$ cat src/rtl/irqagg_pkg.sv
package irqagg_pkg;

  localparam logic [7:0] OFF_CAUSE  = 8'h00;
  localparam logic [7:0] OFF_ENABLE = 8'h04;
  localparam logic [7:0] OFF_STATUS = 8'h08;

  typedef enum logic [1:0] {
    SEL_NONE,
    SEL_CAUSE,
    SEL_ENABLE,
    SEL_STATUS
  } reg_sel_e;

  function automatic reg_sel_e decode_offset(input logic [7:0] off);
    case (off)
      OFF_CAUSE:  decode_offset = SEL_CAUSE;
      OFF_ENABLE: decode_offset = SEL_ENABLE;
      OFF_STATUS: decode_offset = SEL_STATUS;
      default:    decode_offset = SEL_NONE;
    endcase
  endfunction

endpackage

$ cat src/rtl/irqagg_cause.sv
module irqagg_cause #(
  parameter int unsigned NUM_SRC = 32
) (
  input  logic               clk,
  input  logic               rst_n,
  input  logic [NUM_SRC-1:0] req_lines,
  input  logic               ack_en,
  input  logic [NUM_SRC-1:0] ack_bits,
  output logic [NUM_SRC-1:0] cause_q
);

  logic [NUM_SRC-1:0] kept;

  // Acknowledge clears first; live requests are ORed in afterwards so they win.
  always_comb begin
    kept = cause_q;
    if (ack_en) kept = cause_q & ~ack_bits;
  end

  always_ff @(posedge clk) begin
    if (!rst_n) cause_q <= '0;
    else        cause_q <= kept | req_lines;
  end

endmodule

$ cat src/rtl/irqagg_enable.sv
module irqagg_enable #(
  parameter int unsigned NUM_SRC = 32
) (
  input  logic               clk,
  input  logic               rst_n,
  input  logic               wr_en,
  input  logic [NUM_SRC-1:0] wr_word,
  output logic [NUM_SRC-1:0] enable_q
);

  always_ff @(posedge clk) begin
    if (!rst_n)     enable_q <= '0;
    else if (wr_en) enable_q <= wr_word;
  end

endmodule

$ cat src/rtl/irqagg_prio.sv
module irqagg_prio #(
  parameter int unsigned NUM_SRC = 32,
  localparam int unsigned IDX_W  = $clog2(NUM_SRC)
) (
  input  logic [NUM_SRC-1:0] pend,
  output logic               any_pend,
  output logic [IDX_W-1:0]   first_idx
);

  logic [NUM_SRC-1:0] first_hot;

  genvar gi;
  generate
    for (gi = 0; gi < NUM_SRC; gi++) begin : g_first
      if (gi == 0) begin : g_lsb
        assign first_hot[gi] = pend[gi];
      end else begin : g_upper
        assign first_hot[gi] = pend[gi] & ~(|pend[gi-1:0]);
      end
    end
  endgenerate

  // first_hot is one-hot or zero, so ORing the positions encodes it.
  always_comb begin
    first_idx = '0;
    for (int i = 0; i < NUM_SRC; i++) begin
      if (first_hot[i]) first_idx = first_idx | IDX_W'(i);
    end
  end

  assign any_pend = |pend;

endmodule

$ cat src/rtl/irqagg_regread.sv
module irqagg_regread
  import irqagg_pkg::*;
#(
  parameter int unsigned NUM_SRC = 32,
  localparam int unsigned IDX_W  = $clog2(NUM_SRC)
) (
  input  reg_sel_e           sel,
  input  logic [NUM_SRC-1:0] cause_q,
  input  logic [NUM_SRC-1:0] enable_q,
  input  logic               pend_q,
  input  logic [IDX_W-1:0]   idx_q,
  output logic [NUM_SRC-1:0] rdata
);

  logic [NUM_SRC-1:0] status_word;

  assign status_word = {pend_q, {(NUM_SRC-1-IDX_W){1'b0}}, idx_q};

  always_comb begin
    unique case (sel)
      SEL_CAUSE:  rdata = cause_q;
      SEL_ENABLE: rdata = enable_q;
      SEL_STATUS: rdata = status_word;
      default:    rdata = '0;
    endcase
  end

endmodule

$ cat src/rtl/intr_aggregator.sv
module intr_aggregator
  import irqagg_pkg::*;
#(
  parameter int unsigned NUM_SRC = 32,
  parameter int unsigned ADDR_W  = 8,
  localparam int unsigned IDX_W  = $clog2(NUM_SRC)
) (
  input  logic               clk,
  input  logic               rst_n,
  input  logic [NUM_SRC-1:0] src_i,
  input  logic [ADDR_W-1:0]  bus_addr,
  input  logic               bus_we,
  input  logic [NUM_SRC-1:0] bus_wdata,
  output logic [NUM_SRC-1:0] bus_rdata,
  output logic               irq_o,
  output logic [IDX_W-1:0]   pend_index_o
);

  reg_sel_e           sel;
  logic [NUM_SRC-1:0] cause_q;
  logic [NUM_SRC-1:0] enable_q;
  logic [NUM_SRC-1:0] pending;
  logic               any_pend;
  logic [IDX_W-1:0]   first_idx;
  logic               irq_q;
  logic [IDX_W-1:0]   idx_q;

  assign sel = decode_offset(8'(bus_addr));

  irqagg_cause #(.NUM_SRC(NUM_SRC)) u_cause (
    .clk      (clk),
    .rst_n    (rst_n),
    .req_lines(src_i),
    .ack_en   (bus_we && sel == SEL_CAUSE),
    .ack_bits (bus_wdata),
    .cause_q  (cause_q)
  );

  irqagg_enable #(.NUM_SRC(NUM_SRC)) u_enable (
    .clk     (clk),
    .rst_n   (rst_n),
    .wr_en   (bus_we && sel == SEL_ENABLE),
    .wr_word (bus_wdata),
    .enable_q(enable_q)
  );

  assign pending = cause_q & enable_q;

  irqagg_prio #(.NUM_SRC(NUM_SRC)) u_prio (
    .pend     (pending),
    .any_pend (any_pend),
    .first_idx(first_idx)
  );

  always_ff @(posedge clk) begin
    if (!rst_n) begin
      irq_q <= 1'b0;
      idx_q <= '0;
    end else begin
      irq_q <= any_pend;
      idx_q <= first_idx;
    end
  end

  irqagg_regread #(.NUM_SRC(NUM_SRC)) u_read (
    .sel     (sel),
    .cause_q (cause_q),
    .enable_q(enable_q),
    .pend_q  (irq_q),
    .idx_q   (idx_q),
    .rdata   (bus_rdata)
  );

  assign irq_o        = irq_q;
  assign pend_index_o = idx_q;

endmodule

$ cat config.mk
export PLATFORM = sky130hd
export DESIGN_NAME = intr_aggregator
export DESIGN_NICKNAME = d
export VERILOG_FILES = /design/src/rtl/irqagg_pkg.sv /design/src/rtl/irqagg_cause.sv /design/src/rtl/irqagg_enable.sv /design/src/rtl/irqagg_prio.sv /design/src/rtl/irqagg_regread.sv /design/src/rtl/intr_aggregator.sv
export SDC_FILE = /design/constraint.sdc
export NUM_CORES = 1
export LEC_CHECK = 0
export ABC_CLOCK_PERIOD_IN_PS = 2810
export CORE_UTILIZATION = 50
export CTS_BUF_LIST = sky130_fd_sc_hd__clkbuf_4
export DETAILED_ROUTE_END_ITERATION = 7
export DONT_BUFFER_PORTS = 1
export GPL_ROUTABILITY_DRIVEN = 0
export GPL_TIMING_DRIVEN = 1
export PLACE_DENSITY_LB_ADDON = 0.2
export SETUP_SLACK_MARGIN = 0.3
export SLEW_MARGIN = 15
export SYNTH_ARGS = -nofsm -noshare
export SYNTH_HDL_FRONTEND = slang
export SYNTH_SLANG_ARGS = --single-unit
export TNS_END_PERCENT = 10
$ cat constraint.sdc
create_clock -name clk -period 2.81 [get_ports clk]
set_clock_uncertainty 0.1 [all_clocks]
set_input_delay 0.562 -clock clk [delete_from_list [all_inputs] [get_ports clk]]
set_output_delay 0.562 -clock clk [all_outputs]
set_load 0.02 [all_outputs]
**Yosys cells after proc, flatten, opt, wreduce, memory -nomap -nowiden**

Index checks and enable logic that the tools add are counted.

- Output and inout bits: 38
- Logic and storage cells: 146
- Input port bits: 75
- Flip-flop bits (word level): 70

- Equal/unequal tests: 6
- Muxes and demuxes: 36
- Bitwise operators: 66
- Reduce and logical (&&, ||, !) cells: 34

Operators by type and width:

| kind | count |
|---|---|
| $mux W32 | 3 |
| $pmux W32 S3 | 1 |
| $mux W5 | 16 |
| $and A32 B32 Y32 | 2 |
| $mux W4 | 8 |
| $not A32 Y32 | 1 |
| $or A32 B32 Y32 | 1 |
| $reduce_or A32 Y1 | 1 |
| $and A1 B1 Y1 | 31 |
| $not A1 Y1 | 31 |
| $reduce_or A31 Y1 | 1 |
| $reduce_or A30 Y1 | 1 |
| $reduce_or A29 Y1 | 1 |
| $reduce_or A28 Y1 | 1 |
| $reduce_or A27 Y1 | 1 |
| $reduce_or A26 Y1 | 1 |
| $reduce_or A25 Y1 | 1 |
| $reduce_or A24 Y1 | 1 |
| $reduce_or A23 Y1 | 1 |
| $reduce_or A22 Y1 | 1 |
| $reduce_or A21 Y1 | 1 |
| $reduce_or A20 Y1 | 1 |
| $reduce_or A19 Y1 | 1 |
| $reduce_or A18 Y1 | 1 |
| 27 further kinds | 33 |

**Longest topological paths before layout**

- Word-level depth: 34
- Mapped depth: 8
- Gate-level depth less buffers: 5

**Modules after synthesis**

From an unflattened synthesis, not the netlist that was laid out.

- Cell total of the unflattened synthesis: 400
- Area total of the unflattened synthesis: 3619.7 um^2

By module, submodules not included:

| module | instances | area each (um^2) | cells each |
|---|---|---|---|
| irqagg_enable | 1 | 1243.7 | 103 |
| irqagg_cause | 1 | 1151.1 | 134 |
| irqagg_regread | 1 | 439.2 | 48 |
| intr_aggregator | 1 | 419.2 | 52 |
| irqagg_prio | 1 | 366.6 | 63 |

**Worst setup path before layout**

No wires, ideal clock.

- Path type: input port to output port
- From: input bus_addr[1]
- To: output bus_rdata[10]
- Path buffers: 1
- Slack: 0.095 ns
- Stages: 4
- Data required time: 2.148 ns
- Arrival time: 2.053 ns
- Cells stage by stage: or4_4 nor3b_4 clkbuf_1 a22o_1

- Word-level cells in the longest chain between the ends: 4
- Elaborated cells between the ends (all ways): 8

RTL lines:

| what | RTL line | RTL |
|---|---|---|
| start: declaration | intr_aggregator.sv:11 | `input logic [ADDR_W-1:0] bus_addr,` |
| $eq A8 B4 Y1, or another cell as far along | irqagg_pkg.sv:15 | `case (off)` |
| $pmux W2 S3 (*) | irqagg_pkg.sv:15 |  |
| $eq A2 B2 Y1 / $eq A2 B1 Y1 (equally long branches) | irqagg_regread.sv:20 | `unique case (sel)` |
| $pmux W32 S3 (*) | irqagg_regread.sv:20 |  |
| end: declaration | intr_aggregator.sv:14 | `output logic [NUM_SRC-1:0] bus_rdata,` |

Every way passes the cells marked *; elsewhere a longest branch is shown, timed or not.

**Final worst setup path**

- From: input bus_addr[1]
- To: output bus_rdata[20]

The elaborated chain is that of the path after synthesis.

==> flow_metrics.py <==
metrics = {
    "floorplan": {
        "dieArea_mm2": 0.00713,
        "pin_count": 113,
        "initial_core_util_pct": 52.6,
        "fp.dieW_um": 84.4,
        "die_height_um": 84.4,
        "rows": 29,
        "coreArea_mm2": 0.00646,
    },
    "detailed_routing": {
        "drtPass1Iterations": 7,
        "wirelength_um": 9200,
        "drt_iter0_markers": 191,
        "vias": 3073,
        "drc_errors": 9,
        "via_per_inst": 6.27,
        "drt-wirelength-per-cell_um": 18.8,
        "route.antenna.remaining_nets": 0,
    },
    "setup_path": {
        "reg2reg_setup_slack_ns": 0.74,
        "cp.required_ns": 2.15,
        "crit_fanout": 14,
        "critPathKind": "input port to output pin",
        "cpPeakStageDelay_ns": 0.56,
        "critPathCaptureType": "output pin",
        "slowest_stage": "or4_4",
        "worstPathCellList": "or4_4 -> nor3b_4 -> buf_4 -> buf_12 -> a22o_2",
        "startpoint_type": "input port",
        "worst_ep_arrival_time_ns": 1.86,
        "reg2regPathDepth": 5,
    },
    "layout": {
        "layout-drive-gt1-share_pct": 15.3,
        "final_cell_mix": "nand2_1 (90), dfxtp_1 (70), a21oi_1 (42)",
        "regArea_mm2": 0.00140,
        "layout.nets": 483,
        "stdcell_area_mm2": 0.00388,
        "multi_input_comb_area_mm2": 0.00205,
        "diodes": 0,
        "fillers": 585,
        "area_delta_synth_final_pct": 14.1,
        "final_common_cell": "nand2_1",
    },
    "cts": {
        "clkTransAtPathRegs_ns": 0.12,
        "cts_sinks": 70,
        "cts_tree": "built",
        "htreeDepth": 3,
        "clockRootBuffer": "clkbuf_4",
        "clk_path_buf_depth": 2,
        "clock_latency_ns": 0.42,
        "cts_buffers": 9,
        "cts_hold_buf": 0,
    },
    "flow_run": {
        "maxCapViolCount": 0,
    },
    "yosys": {
        "yosys.area.top_type": "dfxtp_1",
        "avgSynthCellArea_um2": 8.38,
        "ys_seq_area_share_pct": 41.3,
        "ys_ff_latch": 70,
        "synth.area.top_cells": "dfxtp_1 (41%), nand2_1 (9.9%), a22o_1 (7.5%)",
        "synth.top_cell.area_share_pct": 41.3,
        "synth.cell_area_mm2": 0.00340,
        "synth_cells": 405,
        "ys_types": 37,
        "yosysWarnings": 0,
        "synth_fp_nets": 480,
    },
    "sta": {
        "worst_pin_slew_ns": 0.654,
        "final-max-slew-violation-count": 0,
        "tns_ns": 0,
        "fmax_ghz": 0.397,
        "min_period_ns": 2.52,
        "setup_viol_count_final": 0,
        "hold_violations": 0,
        "rsz0062_at_grt": "yes",
        "layout_setup_ws_ns": 0.292,
        "slew_headroom_pct": 56.4,
        "hold_ws_ns": 0.153,
        "fin_crit_sh_pct": 89.6,
    },
    "placement": {
        "place_ws_ns": 0.225,
        "io_buffers": 0,
        "place_area_mm2": 0.00366,
        "dp_hpwl_um": 6540,
    },
    "global_routing": {
        "first_global_vias": 2909,
        "grt-ovfl-total": 0,
        "grt_util_all_layers_pct": 26.2,
        "grt_antenna_before_repair": 0,
        "grt_util_met2_pct": 43.9,
        "grt_busiest_layer": "met2",
        "grt_max_degree": 38,
        "grt_use_met3_pct": 8.65,
        "grtUsageMet1_pct": 31.9,
        "grt_pass1_wl_um": 14500,
    },
    "status": {
        "violations": "design-rule violations",
        "status": "finished with violations",
    },
    "pwr": {
        "p_clk_share_pct": 35.8,
        "power_frac_comb_pct": 4.6,
        "p_per_area_mw_per_mm2": 462,
        "p_int_w": 0.00135,
        "power.switching_w": 0.000439,
        "swShare_pct": 24.5,
        "vdd_drop_max_uv": 559,
        "power_leakage_nw": 1.48,
        "power_frac_seq_pct": 59.6,
    },
    "min_path": {
        "hp-class": "input port to flop",
        "hold_path_depth": 1,
    },
}
[critical path, delay by kind of cell]
family | cells | cell delay [ns]
AO/OA/AOI/OAI | 1 | 0.23
buffers and inverters | 2 | 0.30
AND/OR/NAND/NOR | 2 | 0.76
[power by group through the flow]
stage               registers (W)   logic, W  clock network, W
finish                    0.00107  0.0000830          0.000641
CTS                       0.00107  0.0000832          0.000670
floorplan                 0.00108  0.0000833                 0
global placement          0.00109  0.0000807                 0
global route              0.00107  0.0000921          0.000712
detailed placement        0.00109  0.0000831                 0
[flip-flops by register name (all words and copies together) (netlist names)]
register,cells
irq_o,1
u_enable.enable_q,32
u_cause.cause_q,32
pend_index_o,5
[cell type report]
type,count,share of cell area [%]
multi-input combinational,309,53.0
clock buffer,10,1.94
clock inverter,6,1.61
timing repair buffer,16,4.62
sequential,70,36.2
inverter,2,0.194
tap,77,2.49
[Yosys cell counts, drive strengths merged]
cell type / count
o21ai: 7
o2111a: 1
mux2i: 6
a41oi: 1
a31oi: 2
o211ai: 2
nand3: 6
nor3: 3
nor3b: 1
inv: 2
a22o: 29
and2: 4
a21boi: 34
buf: 9
dfxtp: 70
a32oi: 4
nor2b: 1
or2: 2
nor4: 3
or4: 1
a211oi: 1
a21oi: 42
clkbuf: 15
nand4: 5
nand2: 90
a22oi: 10
a222oi: 3
nand2b: 1
a211o: 1
nor2: 16
o21a: 32
a32o: 1
[path summary, 6_finish.rpt]
check | start | end
max | bus_addr[1] | bus_rdata[20]
max reg2reg | u_cause.cause_q[5] | pend_index_o[1]
min reg2reg | u_enable.enable_q[31] | u_enable.enable_q[31]
min | src_i[28] | u_cause.cause_q[28]
[kinds of logic after synthesis]
kind of cell | Yosys count | synth area share, %
AOI/OAI and AO/OA | 170 | 35.6
buffers and inverters | 26 | 4.05
DFF | 70 | 41.3
muxes | 6 | 1.77
and+or+nand+nor | 133 | 17.3
[per-stage QoR]
step / utilization [%] / instances / total power (W)
after CTS: 58.8 / 485 / 0.00182
after floorplan: - / 405 / 0.00116
final: 60.0 / 490 / 0.00179
after detailed placement: 56.6 / 469 / 0.00117
after global placement: 56.6 / 469 / 0.00117
after global routing: 60.0 / 490 / 0.00188
[layer usage]
layer	routed length (µm)	vias to the layer above
met1	3840	1431
met3	856	16
met4	203	0
li1	-	1484
met5	0	-
met2	4300	142
[timing repair]
item	CTS	global route
setup buffers	0	3
gates resized for setup	3	5
gates cloned	0	2
setup endpoints to repair	7	30
hold endpoints to repair	0	0
pin swaps	0	1
Power figures use the tool's default switching activity.
